### config.mk
export PLATFORM = sky130hd
export DESIGN_NAME = pwrmode_ctrl
export DESIGN_NICKNAME = d
export VERILOG_FILES = /design/src/rtl/pwrmode_pkg.sv /design/src/rtl/pm_edge_det.sv /design/src/rtl/pm_clk_switch.sv /design/src/rtl/pm_wr_check.sv /design/src/rtl/pm_mcycle.sv /design/src/rtl/pwrmode_ctrl.sv
export SDC_FILE = /design/constraint.sdc
export NUM_CORES = 1
export LEC_CHECK = 0
export BUFFER_PORTS_ARGS = -buffer_cell sky130_fd_sc_hd__buf_2
export CAP_MARGIN = 15
export CORE_MARGIN = 1
export CORE_UTILIZATION = 40
export CTS_CLUSTER_DIAMETER = 30
export DETAILED_ROUTE_END_ITERATION = 10
export SLEW_MARGIN = 20
export SYNTH_ARGS = -nofsm -noshare
export SYNTH_HDL_FRONTEND = slang
export SYNTH_SLANG_ARGS = --single-unit
export TNS_END_PERCENT = 1
### constraint.sdc
create_clock -name clk -period 2.5 [get_ports clk]
set_input_delay 0.5 -clock clk [delete_from_list [all_inputs] [get_ports clk]]
set_output_delay 0.5 -clock clk [all_outputs]
set_load 0.03 [all_outputs]
### src/rtl/pwrmode_pkg.sv
package pwrmode_pkg;
  localparam int unsigned CB_FAST = 0;
  localparam int unsigned CB_SLOW = 1;
  localparam int unsigned CB_SEL  = 2;
  localparam int unsigned CB_NAP  = 3;
  localparam int unsigned CB_DEEP = 4;
  localparam int unsigned CB_TBT  = 5;

  typedef enum logic [2:0] {
    MD_RUN_FAST  = 3'd0,
    MD_RUN_DUAL  = 3'd1,
    MD_SLOW_BOTH = 3'd2,
    MD_SLOW_LP   = 3'd3,
    MD_NAP       = 3'd4,
    MD_DEEP      = 3'd5
  } mode_t;

  typedef enum logic [1:0] {
    ST_RUN  = 2'd0,
    ST_NAP  = 2'd1,
    ST_DEEP = 2'd2
  } run_st_t;

  typedef enum logic [1:0] {
    SW_STEADY = 2'd0,
    SW_DRAIN  = 2'd1,
    SW_GAP    = 2'd2
  } sw_ph_t;
endpackage

### src/rtl/pm_edge_det.sv
module pm_edge_det #(
  parameter bit FALLING = 1'b0
) (
  input  logic clk,
  input  logic rst,
  input  logic lvl,
  output logic pulse
);
  logic lvl_q;

  always_ff @(posedge clk) begin
    if (rst) lvl_q <= 1'b0;
    else     lvl_q <= lvl;
  end

  generate
    if (FALLING) begin : g_fall
      assign pulse = lvl_q & ~lvl;
    end else begin : g_rise
      assign pulse = ~lvl_q & lvl;
    end
  endgenerate
endmodule

### src/rtl/pm_clk_switch.sv
module pm_clk_switch
  import pwrmode_pkg::*;
(
  input  logic clk,
  input  logic rst,
  input  logic req_sel,
  input  logic fclk_lvl,
  input  logic sclk_lvl,
  output logic sel,
  output logic gap,
  output logic busy
);
  sw_ph_t ph;
  logic   old_lvl;
  logic   new_lvl;

  assign old_lvl = sel ? sclk_lvl : fclk_lvl;
  assign new_lvl = sel ? fclk_lvl : sclk_lvl;
  assign gap     = (ph == SW_GAP);
  assign busy    = (ph != SW_STEADY) || (req_sel != sel);

  always_ff @(posedge clk) begin
    if (rst) begin
      ph  <= SW_STEADY;
      sel <= 1'b0;
    end else begin
      case (ph)
        SW_STEADY: if (req_sel != sel) ph <= SW_DRAIN;
        SW_DRAIN:  if (!old_lvl) ph <= SW_GAP;
        SW_GAP: begin
          if (!new_lvl) begin
            sel <= ~sel;
            ph  <= SW_STEADY;
          end
        end
        default:   ph <= SW_STEADY;
      endcase
    end
  end
endmodule

### src/rtl/pm_wr_check.sv
module pm_wr_check
  import pwrmode_pkg::*;
#(
  parameter int unsigned CTL_W = 6
) (
  input  logic             wr_en,
  input  logic [CTL_W-1:0] wr_data,
  input  logic             cur_f,
  input  logic             cur_s,
  input  logic             cur_sel,
  input  logic             running,
  input  logic             busy,
  output logic             go_deep,
  output logic             go_nap,
  output logic             go_clk,
  output logic             tbt_bit,
  output logic             illegal
);
  logic nf, ns, nsel, bad_clk;

  assign nf      = wr_data[CB_FAST];
  assign ns      = wr_data[CB_SLOW];
  assign nsel    = wr_data[CB_SEL];
  assign tbt_bit = wr_data[CB_TBT];

  always_comb begin
    bad_clk = (!nf && !nsel) || (!ns && nsel)
            || ((nsel != cur_sel) && ((nf != cur_f) || (ns != cur_s)))
            || (nsel && !cur_sel && !cur_s)
            || (!nsel && cur_sel && !cur_f);
    go_deep = 1'b0;
    go_nap  = 1'b0;
    go_clk  = 1'b0;
    illegal = 1'b0;
    if (wr_en) begin
      if (!running || busy)            illegal = 1'b1;
      else if (wr_data[CB_DEEP]) begin
        if (cur_sel)                   illegal = 1'b1;
        else                           go_deep = 1'b1;
      end
      else if (wr_data[CB_NAP])        go_nap  = 1'b1;
      else if (bad_clk)                illegal = 1'b1;
      else                             go_clk  = 1'b1;
    end
  end
endmodule

### src/rtl/pm_mcycle.sv
module pm_mcycle #(
  parameter int unsigned DIV = 4
) (
  input  logic clk,
  input  logic rst,
  input  logic en,
  input  logic lvl,
  output logic tick
);
  localparam int unsigned CW = (DIV > 2) ? $clog2(DIV) : 1;
  localparam logic [CW-1:0] LAST = CW'(DIV - 1);

  logic          rise;
  logic [CW-1:0] cnt;

  pm_edge_det #(.FALLING(1'b0)) u_rise (
    .clk(clk), .rst(rst), .lvl(lvl), .pulse(rise)
  );

  always_ff @(posedge clk) begin
    if (rst || !en) begin
      cnt  <= '0;
      tick <= 1'b0;
    end else if (rise) begin
      if (cnt == LAST) begin
        cnt  <= '0;
        tick <= 1'b1;
      end else begin
        cnt  <= cnt + 1'b1;
        tick <= 1'b0;
      end
    end else begin
      tick <= 1'b0;
    end
  end
endmodule

### src/rtl/pwrmode_ctrl.sv
module pwrmode_ctrl
  import pwrmode_pkg::*;
#(
  parameter int unsigned CTL_W    = 6,
  parameter int unsigned MCYC_DIV = 4
) (
  input  logic             clk,
  input  logic             rst,
  input  logic             wr_en,
  input  logic [CTL_W-1:0] wr_data,
  input  logic             fclk_lvl,
  input  logic             sclk_lvl,
  input  logic             tbt_src_lvl,
  input  logic             irq_any,
  input  logic             ime,
  output logic             cpu_clk_en,
  output logic             per_clk_en,
  output logic             fosc_en,
  output logic             sosc_en,
  output logic             clk_sel,
  output logic [2:0]       mode,
  output logic             wake_service,
  output logic             wake_resume,
  output logic             tbt_irq_set,
  output logic             err_sticky,
  output logic             mcyc_tick
);
  run_st_t st;
  mode_t   mode_q;
  logic    req_sel, sw_gap, sw_busy;
  logic    go_deep, go_nap, go_clk, tbt_bit, illegal;
  logic    tbt_fall, tbt_arm, tbt_pend;

  pm_clk_switch u_sw (
    .clk(clk), .rst(rst), .req_sel(req_sel),
    .fclk_lvl(fclk_lvl), .sclk_lvl(sclk_lvl),
    .sel(clk_sel), .gap(sw_gap), .busy(sw_busy)
  );

  pm_wr_check #(.CTL_W(CTL_W)) u_wchk (
    .wr_en(wr_en), .wr_data(wr_data),
    .cur_f(fosc_en), .cur_s(sosc_en), .cur_sel(clk_sel),
    .running(st == ST_RUN), .busy(sw_busy),
    .go_deep(go_deep), .go_nap(go_nap), .go_clk(go_clk),
    .tbt_bit(tbt_bit), .illegal(illegal)
  );

  pm_edge_det #(.FALLING(1'b1)) u_tbt_fall (
    .clk(clk), .rst(rst), .lvl(tbt_src_lvl), .pulse(tbt_fall)
  );

  pm_mcycle #(.DIV(MCYC_DIV)) u_mcyc (
    .clk(clk), .rst(rst), .en(cpu_clk_en),
    .lvl(clk_sel ? sclk_lvl : fclk_lvl), .tick(mcyc_tick)
  );

  always_comb begin
    case (st)
      ST_NAP:  mode_q = MD_NAP;
      ST_DEEP: mode_q = MD_DEEP;
      default: begin
        if (clk_sel) mode_q = fosc_en ? MD_SLOW_BOTH : MD_SLOW_LP;
        else         mode_q = sosc_en ? MD_RUN_DUAL  : MD_RUN_FAST;
      end
    endcase
  end

  assign mode       = mode_q;
  assign cpu_clk_en = (st == ST_RUN) && !sw_gap;
  assign per_clk_en = (st != ST_DEEP) && !sw_gap;

  always_ff @(posedge clk) begin
    if (rst) begin
      st           <= ST_RUN;
      fosc_en      <= 1'b1;
      sosc_en      <= 1'b0;
      req_sel      <= 1'b0;
      err_sticky   <= 1'b0;
      tbt_arm      <= 1'b0;
      tbt_pend     <= 1'b0;
      tbt_irq_set  <= 1'b0;
      wake_service <= 1'b0;
      wake_resume  <= 1'b0;
    end else begin
      wake_service <= 1'b0;
      wake_resume  <= 1'b0;
      tbt_pend     <= 1'b0;
      tbt_irq_set  <= tbt_pend;
      if (illegal) err_sticky <= 1'b1;
      case (st)
        ST_RUN: begin
          if (go_deep) begin
            st      <= ST_DEEP;
            tbt_arm <= tbt_bit;
          end else if (go_nap) begin
            st <= ST_NAP;
          end else if (go_clk) begin
            fosc_en <= wr_data[CB_FAST];
            sosc_en <= wr_data[CB_SLOW];
            req_sel <= wr_data[CB_SEL];
          end
        end
        ST_NAP: begin
          if (irq_any) begin
            st <= ST_RUN;
            if (ime) wake_service <= 1'b1;
            else     wake_resume  <= 1'b1;
          end
        end
        ST_DEEP: begin
          if (tbt_fall) begin
            st       <= ST_RUN;
            sosc_en  <= 1'b0;
            tbt_pend <= tbt_arm;
          end
        end
        default: st <= ST_RUN;
      endcase
    end
  end
endmodule

==> metrics <==
drt first pass iters=4; Critical Path Fanout Max=13; gr usage total=19.45%; placed insts=168; clock-pin slew on the worst setup and hold paths=120 ps; Layout Cells excl Fill=172; IO Count=27; Crit-path slowest cell=dfxtp_1; Synth Register Bits=19; clock sinks=19; Setup Skew=9.884 ps; Top Family by Delay on Critical Path=simple AND/OR/NAND/NOR gates; chip width=51.62 um; Hold/Removal Path Class=in2reg; setup violators final=0; cell count after synthesis=116; Die H=51.62 um; first-pass GRT wire length=3.795 mm; Antenna diodes=0; share of the synthesized netlist area taken by xor and xnor gates=2.668%; fin nets=165; Iter 0 DRT Violations=17; Final WS setup=493.3 ps; row cnt=17; remaining antenna violation count=0; HP Start=ime; Final Hold Fails=0; H-tree depth=1; CTS resizes=0; largest family of logic cells by synthesized area=simple AND/OR/NAND/NOR gates; Synth area leader=dfxtp_1; GPL Wtd Cong=0.7940; DIE AREA=0.002664 mm2; fillers=225; Root Driver=clkbuf_4; post-synthesis mux area share=5.210%; IO buf count=26; Clock Tree Buf Depth=2; Syn Area/Cell=8.489 um2; worst path arrival time=2250 ps; post-synth cell types=36; Hold EP=wake_resume; share of layout cells above drive strength 1=22.22%; worst path buffer plus inverter count=0; number of synthesized flops with an enable pin=0; reg2reg setup slack=490 ps; Leak=0.4914 nW; Setup crit end kind=flip-flop; Pwr Total=0.0006190 W; crit-path max cell delay=640 ps; worst hold stages=2; achievable clock frequency=0.4983 GHz; Setup TNS=0 ps; Post-synth top flop=dfxtp_1; max_cap viols=0; CTS Buf Count=3; Synth Area in Compound Gates=16.65%; CTS Hold Bufs=0; Vias=929; Synth top area share=38.63%; pwr dens=529.1 mW/mm2; RSZ-0062 raised after global routing=false; cell area after synthesis=984.7 um2; count of warnings emitted by yosys=0; Critical Path RT=2740 ps; pre-CTS WS=532.7 ps; via-per-instance ratio=5.401; initial antenna violation count=0; core box area=0.002276 mm2; area grow syn2layout=18.81%; reg2reg path depth=4; Adder-Cell Fraction of Synth Area=7.624%; top post-synthesis cells by area=dfxtp_1, ha_1, nor2_1, inv_1, a21oi_1; WS Path Type=reg2reg; Initial Utilization=43.27%; fin crit share=80.27%; Core Util, Final=51.40%; WL final=2.188 mm; register area share after synthesis=38.63%; latest clock arrival within the worst-skew pair=310 ps; Critical R2R Launch=u_sw.sel; vias in the first global route=885; fin. max-slew vios=0; crit-path cells=xor2_1, or4_4, or4_1, a21oi_1; reg2reg end=req_sel; DR DRC count=0; Synth Net Count=136; status=finished, final reports clean; DP Wirelength=1.650 mm; pin count of the biggest net entering global routing=17; Avg WL per Cell=12.72 um; Post-Synth Simple-Gate Area=24.27%; critical path startpoint category=flip-flop; Synth async-reset ratio=0%; Final Critical Period=2007 ps; Worst VDD drop=471.2 uV; Setup Fix Bufs, Post-CTS=0; max_slew headroom=62.05%; biggest regs=st: 2 flops, u_mcyc.cnt: 2 flops, u_sw.ph: 2 flops; Worst Tran Pin Value=561.3 ps; Overflow after GRT=0; CTS tree=done
## where the power goes
group	switching [W]	leakage [nW]	internal, W
Sequential	0.00000749	0.154	0.000314
Combinational	0.0000823	0.319	0.0000502
Clock	0.000105	0.0177	0.0000597
## cells by family (layout without fill, tap and decap cells)
group	after synthesis	in the layout
AND/OR/NAND/NOR	44	44
XOR/XNOR	3	3
AO/OA/AOI/OAI	26	26
flip-flops	19	19
adder cells (fa/ha/maj)	6	6
multiplexers	5	5
buffers and inverters	13	41
## cell type report
type,count,area [um2],share of cell area [%]
clock buffers,3,22.52,1.925
multi-input cells,84,555.5,47.49
clock inverters,1,5.005,0.4278
well taps,28,35.03,2.995
repair buffers,26,130.1,11.12
inverters,11,41.29,3.529
flip-flops and latches,19,380.4,32.51
## per-stage QoR
stage               instance area [um2]  hold WS, ps
floorplan                         984.7        413.5
global placement                   1142        418.4
detailed placement                 1142        431.7
CTS                                1170        350.7
global route                       1170        343.8
finish                             1170        362.3
## how the worst max path moves through the flow
stage / to / cells after the start / from
floorplan: mode[0] / 3 / u_sw.sel
global placement: req_sel / 4 / u_sw.sel
detailed placement: req_sel / 4 / u_sw.sel
CTS: req_sel / 4 / u_sw.sel
global route: mode[0] / 3 / u_sw.sel
finish: req_sel / 4 / u_sw.sel
## Yosys cell counts (all sizes together), types with 3 or more instances
library cell,instances
ha,6
nor2b,3
o21ai,7
mux2i,4
nor2,14
nor3,3
dfxtp,19
a21oi,8
inv,11
nor4,3
nand2,8
## layer usage
metal / global-route usage (%) / share of wire, % / wire length [um] / vias up
met2: 31.82 / 41 / 892 / 37
met4: 5.405 / 2.2 / 49 / 0
li1: - / - / - / 469
met5: 0 / 0 / 0 / -
met1: 24.38 / 50 / 1101 / 412
met3: 6.140 / 6.6 / 144 / 11
## cell usage in the layout, fill, tap and decap left out, types with 2 or more instances in the layout
cell type	n
ha_1	6
xnor2_1	2
clkbuf_4	3
nor2b_1	3
nand2_1	8
nor4_1	3
inv_1	11
nor3_1	3
mux2i_1	4
dfxtp_1	19
a21oi_1	8
nor4b_1	2
and2_1	2
nor2_1	14
o21ai_0	7
buf_2	26
nand2b_1	2
Note: power is estimated with default switching activity, not from simulation.
